### config.mk
export PLATFORM = sky130hd
export DESIGN_NAME = i2c_berr_ctrl
export DESIGN_NICKNAME = d
export VERILOG_FILES = /design/src/rtl/i2c_berr_pkg.sv /design/src/rtl/i2c_line_sync.sv /design/src/rtl/i2c_frame_track.sv /design/src/rtl/i2c_arb_watch.sv /design/src/rtl/i2c_berr_ctrl.sv
export SDC_FILE = /design/constraint.sdc
export NUM_CORES = 1
export LEC_CHECK = 0
export ABC_AREA = 1
export BUFFER_PORTS_ARGS = -buffer_cell sky130_fd_sc_hd__buf_2
export CORE_ASPECT_RATIO = 1.25
export CORE_MARGIN = 5
export CORE_UTILIZATION = 42
export DETAILED_ROUTE_END_ITERATION = 16
export PLACE_DENSITY_LB_ADDON = 0.25
export SYNTH_ARGS = -nofsm -noshare
export SYNTH_HDL_FRONTEND = slang
export SYNTH_SLANG_ARGS = --single-unit
### constraint.sdc
create_clock -name clk -period 4.15 [get_ports clk]
set_input_delay 1.245 -clock clk [delete_from_list [all_inputs] [get_ports clk]]
set_output_delay 1.245 -clock clk [all_outputs]
set_load 0.005 [all_outputs]
### src/rtl/i2c_berr_pkg.sv
package i2c_berr_pkg;
  localparam logic [7:0] ST_NONE   = 8'hF8;
  localparam logic [7:0] ST_BUSERR = 8'h00;

  typedef enum logic [1:0] {
    PH_IDLE = 2'd0,
    PH_ADDR = 2'd1,
    PH_DATA = 2'd2,
    PH_ACK  = 2'd3
  } phase_e;
endpackage

### src/rtl/i2c_line_sync.sv
module i2c_line_sync #(
  parameter int STAGES = 2,
  parameter int W      = 2
) (
  input  logic         clk,
  input  logic         rst,
  input  logic [W-1:0] raw_i,
  output logic [W-1:0] cur_o,
  output logic [W-1:0] prev_o
);
  logic [W-1:0] pipe [STAGES];
  logic [W-1:0] prev_q;

  always_ff @(posedge clk) begin
    if (rst) begin
      for (int i = 0; i < STAGES; i++) pipe[i] <= '1;
      prev_q <= '1;
    end else begin
      pipe[0] <= raw_i;
      for (int i = 1; i < STAGES; i++) pipe[i] <= pipe[i-1];
      prev_q <= pipe[STAGES-1];
    end
  end

  assign cur_o  = pipe[STAGES-1];
  assign prev_o = prev_q;
endmodule

### src/rtl/i2c_frame_track.sv
module i2c_frame_track
  import i2c_berr_pkg::*;
#(
  parameter int DATA_BITS = 8,
  localparam int CNT_W    = $clog2(DATA_BITS + 2)
) (
  input  logic             clk,
  input  logic             rst,
  input  logic             scl_c,
  input  logic             scl_p,
  input  logic             sda_c,
  input  logic             sda_p,
  input  logic             freeze_i,
  input  logic             clear_i,
  output logic             start_o,
  output logic             stop_o,
  output logic             rise_o,
  output logic             in_frame_o,
  output logic [CNT_W-1:0] cnt_o,
  output logic [1:0]       phase_o
);
  localparam logic [CNT_W-1:0] LAST = CNT_W'(DATA_BITS + 1);

  logic             fall_w;
  logic             in_q, first_q;
  logic [CNT_W-1:0] cnt_q;
  phase_e           ph;

  always_comb begin
    start_o = sda_p & ~sda_c & scl_c & scl_p;
    stop_o  = ~sda_p & sda_c & scl_c & scl_p;
    rise_o  = ~scl_p & scl_c;
    fall_w  = scl_p & ~scl_c;
  end

  always_ff @(posedge clk) begin
    if (rst || clear_i) begin
      in_q    <= 1'b0;
      cnt_q   <= '0;
      first_q <= 1'b0;
    end else if (!freeze_i) begin
      if (start_o) begin
        in_q    <= 1'b1;
        cnt_q   <= '0;
        first_q <= 1'b1;
      end else if (stop_o) begin
        in_q    <= 1'b0;
        cnt_q   <= '0;
        first_q <= 1'b0;
      end else if (in_q) begin
        if (rise_o && cnt_q != LAST) begin
          cnt_q <= cnt_q + 1'b1;
        end else if (fall_w && cnt_q == LAST) begin
          cnt_q   <= '0;
          first_q <= 1'b0;
        end
      end
    end
  end

  always_comb begin
    if (!in_q)              ph = PH_IDLE;
    else if (cnt_q == LAST) ph = PH_ACK;
    else if (first_q)       ph = PH_ADDR;
    else                    ph = PH_DATA;
  end

  assign phase_o    = ph;
  assign in_frame_o = in_q;
  assign cnt_o      = cnt_q;

  // the slot counter never passes the acknowledge slot
  assert_cnt_range_R12: assert property (@(posedge clk) disable iff (rst)
    cnt_q <= LAST);
  // an idle bus always carries a cleared counter
  assert_idle_cnt_R12: assert property (@(posedge clk) disable iff (rst)
    !in_q |-> cnt_q == '0);
endmodule

### src/rtl/i2c_arb_watch.sv
module i2c_arb_watch #(
  parameter int CNT_W     = 4,
  parameter int DATA_BITS = 8
) (
  input  logic             clk,
  input  logic             rst,
  input  logic             rise_i,
  input  logic             master_i,
  input  logic             in_frame_i,
  input  logic [CNT_W-1:0] cnt_i,
  input  logic             sda_i,
  input  logic             released_i,
  input  logic             block_i,
  output logic             lost_o
);
  logic lost_q;

  always_ff @(posedge clk) begin
    if (rst) lost_q <= 1'b0;
    else     lost_q <= rise_i & master_i & in_frame_i & released_i & ~sda_i &
                       (cnt_i < CNT_W'(DATA_BITS)) & ~block_i;
  end

  assign lost_o = lost_q;

  // the arbitration loss indication lasts exactly one cycle
  assert_arb_pulse_R9: assert property (@(posedge clk) disable iff (rst)
    lost_q |=> !lost_q);
endmodule

### src/rtl/i2c_berr_ctrl.sv
module i2c_berr_ctrl
  import i2c_berr_pkg::*;
#(
  parameter int SYNC_STAGES = 2,
  parameter int DATA_BITS   = 8,
  parameter int CODE_W      = 8
) (
  input  logic              clk,
  input  logic              rst,
  input  logic              scl_i,
  input  logic              sda_i,
  input  logic              is_master_i,
  input  logic              slv_sel_i,
  input  logic              drv_scl_low_i,
  input  logic              drv_sda_low_i,
  input  logic              evt_i,
  input  logic [CODE_W-1:0] evt_code_i,
  input  logic              ctl_wr_i,
  input  logic              ctl_sta_i,
  input  logic              ctl_sto_i,
  input  logic              ctl_si_i,
  input  logic              ctl_aa_i,
  output logic [CODE_W-1:0] status_o,
  output logic              si_o,
  output logic              sta_o,
  output logic              sto_o,
  output logic              aa_o,
  output logic              scl_oe_o,
  output logic              sda_oe_o,
  output logic              arb_lost_o,
  output logic              unaddr_o,
  output logic [1:0]        phase_o
);
  localparam int               CNT_W      = $clog2(DATA_BITS + 2);
  localparam logic [CNT_W-1:0] FIRST_SLOT = CNT_W'(1);

  logic [1:0]        ln_cur, ln_prev;
  logic              start_w, stop_w, rise_w, in_frame;
  logic [CNT_W-1:0]  cnt;
  logic              rec_go, berr;

  logic              si_q, sta_q, sto_q, aa_q, err_q, rec_q;
  logic              si_n, sta_n, sto_n, aa_n, err_n, rec_n;
  logic [CODE_W-1:0] code_q, code_n, status_q;
  logic              scl_oe_q, sda_oe_q;

  i2c_line_sync #(.STAGES(SYNC_STAGES), .W(2)) u_sync (
    .clk   (clk),
    .rst   (rst),
    .raw_i ({scl_i, sda_i}),
    .cur_o (ln_cur),
    .prev_o(ln_prev)
  );

  i2c_frame_track #(.DATA_BITS(DATA_BITS)) u_track (
    .clk       (clk),
    .rst       (rst),
    .scl_c     (ln_cur[1]),
    .scl_p     (ln_prev[1]),
    .sda_c     (ln_cur[0]),
    .sda_p     (ln_prev[0]),
    .freeze_i  (err_q),
    .clear_i   (rec_go),
    .start_o   (start_w),
    .stop_o    (stop_w),
    .rise_o    (rise_w),
    .in_frame_o(in_frame),
    .cnt_o     (cnt),
    .phase_o   (phase_o)
  );

  i2c_arb_watch #(.CNT_W(CNT_W), .DATA_BITS(DATA_BITS)) u_arb (
    .clk       (clk),
    .rst       (rst),
    .rise_i    (rise_w),
    .master_i  (is_master_i),
    .in_frame_i(in_frame),
    .cnt_i     (cnt),
    .sda_i     (ln_cur[0]),
    .released_i(~sda_oe_q),
    .block_i   (err_q | rec_q),
    .lost_o    (arb_lost_o)
  );

  assign rec_go = ctl_wr_i & err_q & ctl_sto_i & ~ctl_si_i;
  assign berr   = (start_w | stop_w) & in_frame & (cnt > FIRST_SLOT) &
                  (is_master_i | slv_sel_i) & ~err_q & ~rec_q;

  always_comb begin
    si_n   = si_q;
    code_n = code_q;
    sta_n  = sta_q;
    sto_n  = sto_q;
    aa_n   = aa_q;
    err_n  = err_q;
    rec_n  = 1'b0;
    if (rec_q) sto_n = 1'b0;
    if (ctl_wr_i) begin
      sta_n = ctl_sta_i;
      aa_n  = ctl_aa_i;
      sto_n = ctl_sto_i;
      if (!ctl_si_i && !err_q) si_n = 1'b0;
    end
    if (rec_go) begin
      si_n  = 1'b0;
      err_n = 1'b0;
      rec_n = 1'b1;
    end
    if (evt_i && !si_n && !err_q && !rec_q) begin
      si_n   = 1'b1;
      code_n = evt_code_i;
    end
    if (berr) begin
      si_n   = 1'b1;
      code_n = ST_BUSERR;
      err_n  = 1'b1;
    end
  end

  always_ff @(posedge clk) begin
    if (rst) begin
      si_q     <= 1'b0;
      sta_q    <= 1'b0;
      sto_q    <= 1'b0;
      aa_q     <= 1'b0;
      err_q    <= 1'b0;
      rec_q    <= 1'b0;
      code_q   <= ST_NONE;
      status_q <= ST_NONE;
      scl_oe_q <= 1'b0;
      sda_oe_q <= 1'b0;
    end else begin
      si_q     <= si_n;
      sta_q    <= sta_n;
      sto_q    <= sto_n;
      aa_q     <= aa_n;
      err_q    <= err_n;
      rec_q    <= rec_n;
      code_q   <= code_n;
      status_q <= si_n ? code_n : ST_NONE;
      scl_oe_q <= drv_scl_low_i & ~(err_n | rec_n);
      sda_oe_q <= drv_sda_low_i & ~(err_n | rec_n);
    end
  end

  assign status_o = status_q;
  assign si_o     = si_q;
  assign sta_o    = sta_q;
  assign sto_o    = sto_q;
  assign aa_o     = aa_q;
  assign scl_oe_o = scl_oe_q;
  assign sda_oe_o = sda_oe_q;
  assign unaddr_o = rec_q;

  // no pending flag means the no-information code
  assert_idle_code_R1: assert property (@(posedge clk) disable iff (rst)
    !si_q |-> status_q == ST_NONE);
  // a pending error always shows the bus error code
  assert_err_code_R2: assert property (@(posedge clk) disable iff (rst)
    err_q |-> status_q == ST_BUSERR);
  // the flag cannot drop while the error is pending
  assert_err_holds_si_R4: assert property (@(posedge clk) disable iff (rst)
    err_q |-> si_q);
  // hardware clears the stop request after the recovery cycle
  assert_sto_autoclr_R5: assert property (@(posedge clk) disable iff (rst)
    (rec_q && !ctl_wr_i) |=> !sto_q);
  // the recovery cycle lasts one clock and leaves the flag low
  assert_rec_single_R5: assert property (@(posedge clk) disable iff (rst)
    rec_q |-> !si_q && !err_q);
  // recovery leaves the start and acknowledge bits alone
  assert_ctl_kept_R6: assert property (@(posedge clk) disable iff (rst)
    (rec_q && !ctl_wr_i) |=> $stable(sta_q) && $stable(aa_q));
  // both lines released during error and recovery
  assert_lines_free_R7: assert property (@(posedge clk) disable iff (rst)
    (err_q || rec_q) |-> !scl_oe_q && !sda_oe_q);
endmodule

# Yosys cells after proc, flatten, opt, wreduce, memory -nomap -nowiden
# Memories as Yosys holds them, arrays and structs flattened.
# Index checks and enable logic that the tools add are counted.
# W data, S select, Z words.
[op_classes]
n_addsub = 1
order_cmp = 2
eq_ne = 3
muxes = 32
n_bitwise = 41
reduce_logical = 20
[ops]
columns = ["cell", "count"]
rows = [
  ["$and A1 B1 Y1", 24],
  ["$mux W1", 20],
  ["$mux W4", 5],
  ["$mux W8", 2],
  ["$not A1 Y1", 11],
  ["$mux W2", 5],
  ["$logic_and A1 B1 Y1", 6],
  ["$or A1 B1 Y1", 6],
  ["$reduce_bool A3 Y1", 2],
  ["$add A4 B1 Y4 const B", 1],
  ["$eq A4 B4 Y1 const B", 1],
  ["$gt A4 B1 Y1 const B", 1],
  ["$logic_not A1 Y1", 4],
  ["$lt A4 B4 Y1 const B", 1],
  ["$ne A4 B4 Y1 const B", 1],
  ["$reduce_and A4 Y1", 1],
  ["$reduce_bool A2 Y1", 2],
  ["$reduce_bool A4 Y1", 1],
  ["$ne A3 B3 Y1 const B", 1],
  ["$reduce_and A3 Y1", 1],
  ["$reduce_and A2 Y1", 1],
  ["$reduce_or A2 Y1", 1],
  ["$logic_or A1 B1 Y1", 1],
]
[totals]
register_bits = 33
ram_bits = 4
in_bits = 22
out_inout_bits = 18
memories = 1
[memory_table]
columns = ["name", "words", "word_bits", "rd", "rd_ports_with_merged_regs", "write_ports", "line", "source"]
rows = [
  ["u_sync.pipe", 2, 2, 2, 0, 2, "i2c_line_sync.sv:11", "logic [W-1:0] pipe [STAGES];"],
]

# Logic depth before layout (Yosys ltp)
# Gate-level depths: netlist of run 1.
[depth]
depth_word = 14
ltp_mapped = 10

# Modules after synthesis
# From an unflattened synthesis of run 1, not the netlist that was laid out.
[unflattened]
cells_unflattened = 237
hier_area_um2 = 1711.6
[by_module_without_submodules]
columns = ["module", "n_inst", "cells_each", "area_per_inst_um2"]
rows = [
  ["i2c_berr_ctrl", 1, 129, 991.0],
  ["i2c_frame_track", 1, 76, 476.7],
  ["i2c_line_sync", 1, 21, 183.9],
  ["i2c_arb_watch", 1, 11, 60.1],
]

# Worst setup path after synthesis of run 1
# No wires, ideal clock.
[synth_timing]
kind = "register to output"
from = "register u_track.cnt_q[0] (netlist: u_track.cnt_o[0])"
to = "output port phase_o[0]"
arrival_ps = 897
t_required_ps = 2905
slack_ps = 2008
stages_incl_launch_ff = 6
path_buffers = 0
cell_sequence = "dfxtp_1 > ha_1 > nand2_1 > nor2_2 > nor2_1 > nor2_1"
[synth_between]
elab_chain_len = 3
[synth_rtl]
columns = ["item", "line", "source"]
rows = [
  ["start: declaration", "i2c_frame_track.sv:26", "logic [CNT_W-1:0] cnt_q;"],
  ["start signal: assignment", "i2c_frame_track.sv:52", "cnt_q <= cnt_q + 1'b1;"],
  ["$eq A4 B4 Y1", "i2c_frame_track.sv:63", "else if (cnt_q == LAST) ph = PH_ACK;"],
  ["$mux W2", "i2c_frame_track.sv:63", ""],
  ["$mux W2", "i2c_frame_track.sv:62", "if (!in_q) ph = PH_IDLE;"],
  ["end: declaration", "i2c_berr_ctrl.sv:32", "output logic [1:0] phase_o"],
]
# No other way between the ends.

# Worst setup path in the final report of run 1
# Ends and elaborated chain as after synthesis.

==> results of run 1 <==
## metal layers
layer	global-route usage	vias to the layer above	part of all wire
met2	0.243	28	0.50
li1	-	710	-
met1	0.164	588	0.43
met5	0	-	0
met3	0.0325	6	0.047
met4	0.0768	0	0.019
## power by group through the flow
stage                     Clock [mW]  Sequential (mW)  Combinational [mW]
final                          0.321            0.380              0.0849
after global routing           0.343            0.382              0.0968
after CTS                      0.328            0.380              0.0863
after detailed placement           0            0.388              0.0858
after global placement             0            0.388              0.0856
after floorplan                    0            0.388              0.0577
## logic make-up (layout without fill, tap and decap cells)
family | Yosys count | after routing | share of synthesized area
buffers and inverters | 31 | 74 | 0.0814
DFF | 37 | 37 | 0.459
xor gates and xnor gates | 1 | 1 | 0.00543
AOI/OAI and AO/OA | 18 | 18 | 0.0899
and+or+nand+nor | 107 | 107 | 0.341
adders and majority gates | 3 | 3 | 0.0233
## critical path, cell delays in order, from the launching register on
cell	delay, ns
dfxtp_1	0.44
ha_1	0.24
nand2_1	0.08
nor2_2	0.16
nor2_1	0.06
nor2_1	0.08
buf_2	0.11
## flip-flops by register name, indices dropped and copies added (netlist names), 2 cells and up
| register | cells |
|---|---|
| status_o | 8 |
| u_track.cnt_o | 4 |
| u_sync.prev_o | 2 |
| code_q | 8 |
| u_sync.pipe | 4 |
## stage by stage
stage / cells / area (sq um) / hold WS [ns] / utilization
2_1_floorplan: 197 / 1610 / 0.389 / -
3_3_place_gp: 272 / 1830 / 0.391 / 0.488
3_5_place_dp: 272 / 1830 / 0.394 / 0.488
4_1_cts: 280 / 1950 / 0.411 / 0.520
5_1_grt: 280 / 1950 / 0.422 / 0.520
6_report: 280 / 1950 / 0.409 / 0.520
## cell usage after synthesis
cell	instances	area [sq um]
nand2_2	6	37.5
nand4_1	6	37.5
ha_1	3	37.5
nor3_2	2	20.0
inv_1	21	78.8
o211ai_2	5	62.6
buf_2	1	5.00
nor2_2	1	6.26
nand3_1	11	55.1
nand3b_1	3	22.5
o21ai_4	1	16.3
nor2_1	23	86.3
nand2_1	39	146
o21ai_2	1	8.76
clkbuf_1	2	7.51
o21ai_0	2	10.0
dfxtp_1	37	741
inv_2	5	18.8
nand3_2	3	30.0
o211ai_1	1	7.51
nor2_4	4	45.0
nand2_4	2	22.5
nor3_1	2	10.0
inv_4	1	6.26
xnor2_1	1	8.76
or2_2	5	31.3
a21oi_1	8	40.0
buf_8	1	15.0
## cell type report
| cell class | instances | share of cell area |
|---|---|---|
| multi-input cells | 129 | 0.380 |
| flip-flops and latches | 37 | 0.379 |
| repair buffers | 39 | 0.100 |
| inverters | 27 | 0.0532 |
| clock buffers | 6 | 0.0423 |
| well taps | 40 | 0.0256 |
| clock inverters | 2 | 0.0192 |
## worst min-delay path by stage
stage                            from                 to  cells past startpoint  slack [ns]
finish              u_sync.pipe[0][0]  u_sync.pipe[0][2]                      1        0.41
global route        u_sync.pipe[0][0]  u_sync.pipe[0][2]                      1        0.42
CTS                 u_sync.pipe[0][0]  u_sync.pipe[0][2]                      1        0.41
floorplan           u_sync.pipe[0][0]  u_sync.pipe[0][2]                      1        0.39
global placement    u_sync.pipe[0][0]  u_sync.pipe[0][2]                      1        0.39
detailed placement  u_sync.pipe[0][0]  u_sync.pipe[0][2]                      1        0.39
==> impl_metrics.tcl, run 1 <==
set metrics [dict create \
    initial_core_util 0.430 \
    regArea_sq_um 741 \
    ys_ff_latch 37 \
    io_pins 40 \
    hp-class "flip-flop to flip-flop" \
    initialDrtViolationCount 43 \
    ctsHoldBuffers 0 \
    viasPerCell 4.76 \
    drv_slew 0 \
    worst_slew_pin_slew_ns 0.322 \
    synth_area_sq_um 1610 \
    grt_pass1_vias 1303 \
    multi_input_area_sq_um 742 \
    crit_fanout 6 \
    fin_crit_sh 0.649 \
    core_sq_um 3750 \
    endpoint "phase_o[0]" \
    grt-ovfl-total 0 \
    wl_mm 3.35 \
    setup.worst_path.class "flip-flop to primary output" \
    fp.dieH_microns 79.3 \
    layout_common_cells "39 x nand2_1, 39 x buf_2, 37 x dfxtp_1" \
    max_freq_ghz 0.371 \
    cts_tree "built" \
    place_congestion 0.863 \
    critPathLaunchType "flip-flop" \
    pwr-share-seq 0.484 \
    cts-htree-levels 2 \
    rrSetupSlack_ns 2.49 \
    critical_path_required_ns 2.90 \
    cts_max_path_buffers 2 \
    antenna_found_initial 0 \
    layout-drive-gt1-share 0.346 \
    first_pass_iters 4 \
    rr_startpoint "u_track.cnt_o[0]" \
    die_area_sq_um 5190 \
    chipWidth_microns 65.4 \
    root_buffer "clkbuf_8" \
    fin_skew_ns 0.00987 \
    hpwl_mm 2.58 \
    syn_nets 222 \
    power.density_nw_per_um2 402 \
    cts.sinks 37 \
    track_usage 0.143 \
    maxSlewHeadroom 0.784 \
    syn_inst 197 \
    crit_start "u_track.cnt_o[0]" \
    post_drt_wl_per_cell_microns 12.0 \
    p_sw_frac 0.231 \
    yosysSeqAreaShare 0.459 \
    comb_power_share 0.108 \
    period_needed_ns 2.69 \
    clkPwrFrac 0.408 \
    route.antenna.remaining_nets 0 \
    r2r.worst_path.cells 8 \
    yosysWarnings 0 \
    cts.repair.resized 0 \
    grt_pass1_wl_mm 5.62 \
    vias 1332 \
    p_int_uw 604 \
    route.detailed.drc 0 \
    dp_slack_ns 1.75 \
    diodes 0 \
    timing.rr.end "status_o[2]" \
    grt_setup_unrepaired "no" \
    fill_cells 377 \
    final_nets 264 \
    area_growth_syn_to_layout_pct 20.9 \
    num_rows 25 \
    outcome "completed" \
    total_power_uw 785 \
    irDropWorstVdd_mv 0.249 \
    synth_cell_type_count 28 \
    post-cts-setup-buffer-count 0 \
    clk_latency_ns 0.29 \
    cp-end-kind "primary output" \
    finalWorstSetupSlack_ns 1.46 \
    hold_viol_final 0 \
    clk_pin_slew_worst_paths_ns 0.07 \
    cp.arrival_ns 1.45 \
    p_switching_uw 182 \
    p_leak_nw 0.955 \
    grt_max_degree 15 \
    cts_buffers 5 \
    setup_tns_ns 0 \
    finalSetupViolCount 0 \
    io_buffers 39 \
    drv_cap 0 \
    avgSynthCellArea_sq_um 8.19 \
]
No activity file was read; power rests on OpenSTA's default activity.
==> run 2: changes to the inputs <==
--- a/config.mk
+++ b/config.mk
@@ -5,7 +5,7 @@
 export SDC_FILE = /design/constraint.sdc
 export NUM_CORES = 1
 export LEC_CHECK = 0
-export ABC_AREA = 1
+export ABC_AREA = 0
 export BUFFER_PORTS_ARGS = -buffer_cell sky130_fd_sc_hd__buf_2
 export CORE_ASPECT_RATIO = 1.25
 export CORE_MARGIN = 5
==> constraint.sdc (replaced) <==
create_clock -name clk -period 2.8 [get_ports clk]
set_input_delay 0.84 -clock clk [delete_from_list [all_inputs] [get_ports clk]]
set_output_delay 0.84 -clock clk [all_outputs]
set_load 0.005 [all_outputs]
==> impl_metrics.tcl, run 2 <==
set metrics [dict create \
    outcome "completed" \
    cts.repair.resized 0 \
    critical_path_required_ns 1.96 \
    grt_pass1_vias 1377 \
    route.antenna.remaining_nets 0 \
    layout_common_cells "39 x buf_2, 37 x dfxtp_1, 20 x a21oi_1" \
    comb_power_share 0.089 \
    fin_skew_ns 0.00794 \
    layout-drive-gt1-share 0.262 \
    pwr-share-seq 0.496 \
    grt_setup_unrepaired "no" \
    worst_slew_pin_slew_ns 0.591 \
    track_usage 0.149 \
    avgSynthCellArea_sq_um 9.31 \
    synth_top_family_by_area "simple AND/OR/NAND/NOR gates" \
    vias 1360 \
    post_synth_and_or_nand_nor_area_fraction 0.285 \
    cts_max_path_buffers 2 \
    viasPerCell 5.46 \
    critPathTopFamily "flip-flops" \
    cts-htree-levels 2 \
    critPathBufInv 2 \
    clkPwrFrac 0.414 \
    power.density_nw_per_um2 597 \
    finalSetupViolCount 0 \
    synth-compound-area-share 0.159 \
    irDropWorstVdd_mv 0.505 \
    cts_buffers 5 \
    syn_inst 168 \
    ys_ff_latch 37 \
    core_sq_um 3540 \
    placedCellCount 241 \
    fin_crit_sh 0.836 \
    post_drt_wl_per_cell_microns 14.3 \
    yosys-top-cells-area "dfxtp_1 47%, a21oi_1 6.4%, nand2_1 4.6%" \
    num_rows 24 \
    place_congestion 0.847 \
    p_sw_frac 0.221 \
    io_pins 40 \
    fp.dieH_microns 78.2 \
    cts_tree "built" \
    critPathLaunchType "flip-flop" \
    cp-end-kind "primary output" \
    crit_path_cell_trace "inv_1 -> ha_1 -> and3b_1 -> o21a_1 -> buf_2" \
    hp-class "flip-flop to flip-flop" \
    drv_cap 0 \
    busiest_layer "met2" \
    muxShareOfSynthArea 0.0264 \
    final_common_cell "buf_2" \
    total_power_mw 1.14 \
    drv_slew 0 \
    hpwl_mm 2.69 \
    root_buffer "clkbuf_8" \
    cts.sinks 37 \
    p_int_uw 887 \
    synth_top_area_frac 0.474 \
    initialDrtViolationCount 71 \
    io_buffers 39 \
    clk_latency_ns 0.28 \
    yosysWarnings 0 \
    use_met2 0.263 \
    maxSlewHeadroom 0.606 \
    finalWorstSetupSlack_ns 0.458 \
    final_nets 234 \
    ctsHoldBuffers 0 \
    postLayoutCoreUtil 0.538 \
    syn_nets 193 \
    synthArstFlopShare 0 \
    max_freq_ghz 0.427 \
    chipWidth_microns 64.6 \
    critical_path.slowest_cell "dfxtp_1" \
    clk_pin_slew_worst_paths_ns 0.07 \
    fin_cells 249 \
    met1_usage 0.155 \
    initial_core_util 0.441 \
    synth_ff_type "dfxtp_1" \
    antenna_found_initial 0 \
    grt_pass1_wl_mm 5.98 \
    hold_viol_final 0 \
    grt-ovfl-total 0 \
    synth-xor-area-share 0.00560 \
    p_switching_uw 251 \
    synth_area_sq_um 1560 \
    synth_edf_count 0 \
    dp_slack_ns 0.755 \
    synth_cell_type_count 43 \
    synthAdderAreaFrac 0.0240 \
    crit_fanout 4 \
    yosys.area.top_type "dfxtp_1" \
    cp.arrival_ns 1.50 \
    wl_mm 3.55 \
    diodes 0 \
    setup.worst_path.class "flip-flop to primary output" \
    period_needed_ns 2.34 \
    first_pass_iters 4 \
    synth_most_common_cell "dfxtp_1" \
    setup_tns_ns 0 \
    route.detailed.drc 0 \
    area_growth_syn_to_layout_pct 21.8 \
    yosysSeqAreaShare 0.474 \
    met3_usage 0.0500 \
    p_leak_nw 0.816 \
    post-cts-setup-buffer-count 0 \
    grt_max_degree 34 \
    die_area_sq_um 5050 \
    critPathMaxStageDelay_ns 0.38 \
    synthTopCellsByCount "37 x dfxtp_1, 20 x a21oi_1, 19 x nand2_1, 12 x nor3_1, 7 x or2_1" \
]
run 2: changes by cell type after synthesis, sizes merged, moves of 9 or more:
cell | before | now
nor3 | 4 | 13
nand3 | 14 | 3
nor2 | 28 | 5
inv | 27 | 5
a21oi | 8 | 21
nand2 | 47 | 19
run 2: worst paths after layout:
kind / start / to / slack (ns) / depth (start not counted)
setup / recovery: u_track.cnt_o[1] / phase_o[0] / 0.46 / 5
hold / removal: u_sync.pipe[0][0] / u_sync.pipe[0][2] / 0.41 / 1
setup reg to reg: u_track.cnt_o[1] / sda_oe_o / 1.16 / 6
hold reg to reg: u_sync.pipe[0][0] / u_sync.pipe[0][2] / 0.41 / 1
run 2: layout make-up:
type / count / area (sq um)
fill: 323 / 1640
clock inverter: 2 / 37.5
clock buffer: 6 / 82.6
inverter: 5 / 18.8
tap: 39 / 48.8
sequential: 37 / 741
multi-input combinational: 121 / 782
timing repair buffer: 39 / 195
run 2: stage by stage:
stage                     instance area, sq um  hold slack [ns]
after CTS                                 1910            0.410
after global routing                      1910            0.430
after global placement                    1790            0.386
after floorplan                           1560            0.383
final                                     1910            0.408
after detailed placement                  1790            0.392
run 2: power groups by stage:
| stage | sequential (mW) | clock, mW | combinational [mW] |
|---|---|---|---|
| final | 0.564 | 0.471 | 0.102 |
| after global routing | 0.567 | 0.507 | 0.113 |
| after CTS | 0.564 | 0.482 | 0.102 |
| after detailed placement | 0.576 | 0 | 0.101 |
| after global placement | 0.576 | 0 | 0.0979 |
| after floorplan | 0.575 | 0 | 0.0586 |
run 2: logic make-up after synthesis:
group	count (synthesis)
buffers and inverters	10
multiplexers	4
flip-flops	37
XOR/XNOR	1
AND/OR/NAND/NOR	75
AO/OA/AOI/OAI	38
adder cells (fa/ha/maj)	3
run 2: metal layers:
| layer | up-vias | part of all wire |
|---|---|---|
| met5 | - | 0 |
| met2 | 35 | 0.55 |
| met4 | 0 | 0.021 |
| met1 | 637 | 0.38 |
| li1 | 680 | - |
| met3 | 8 | 0.048 |
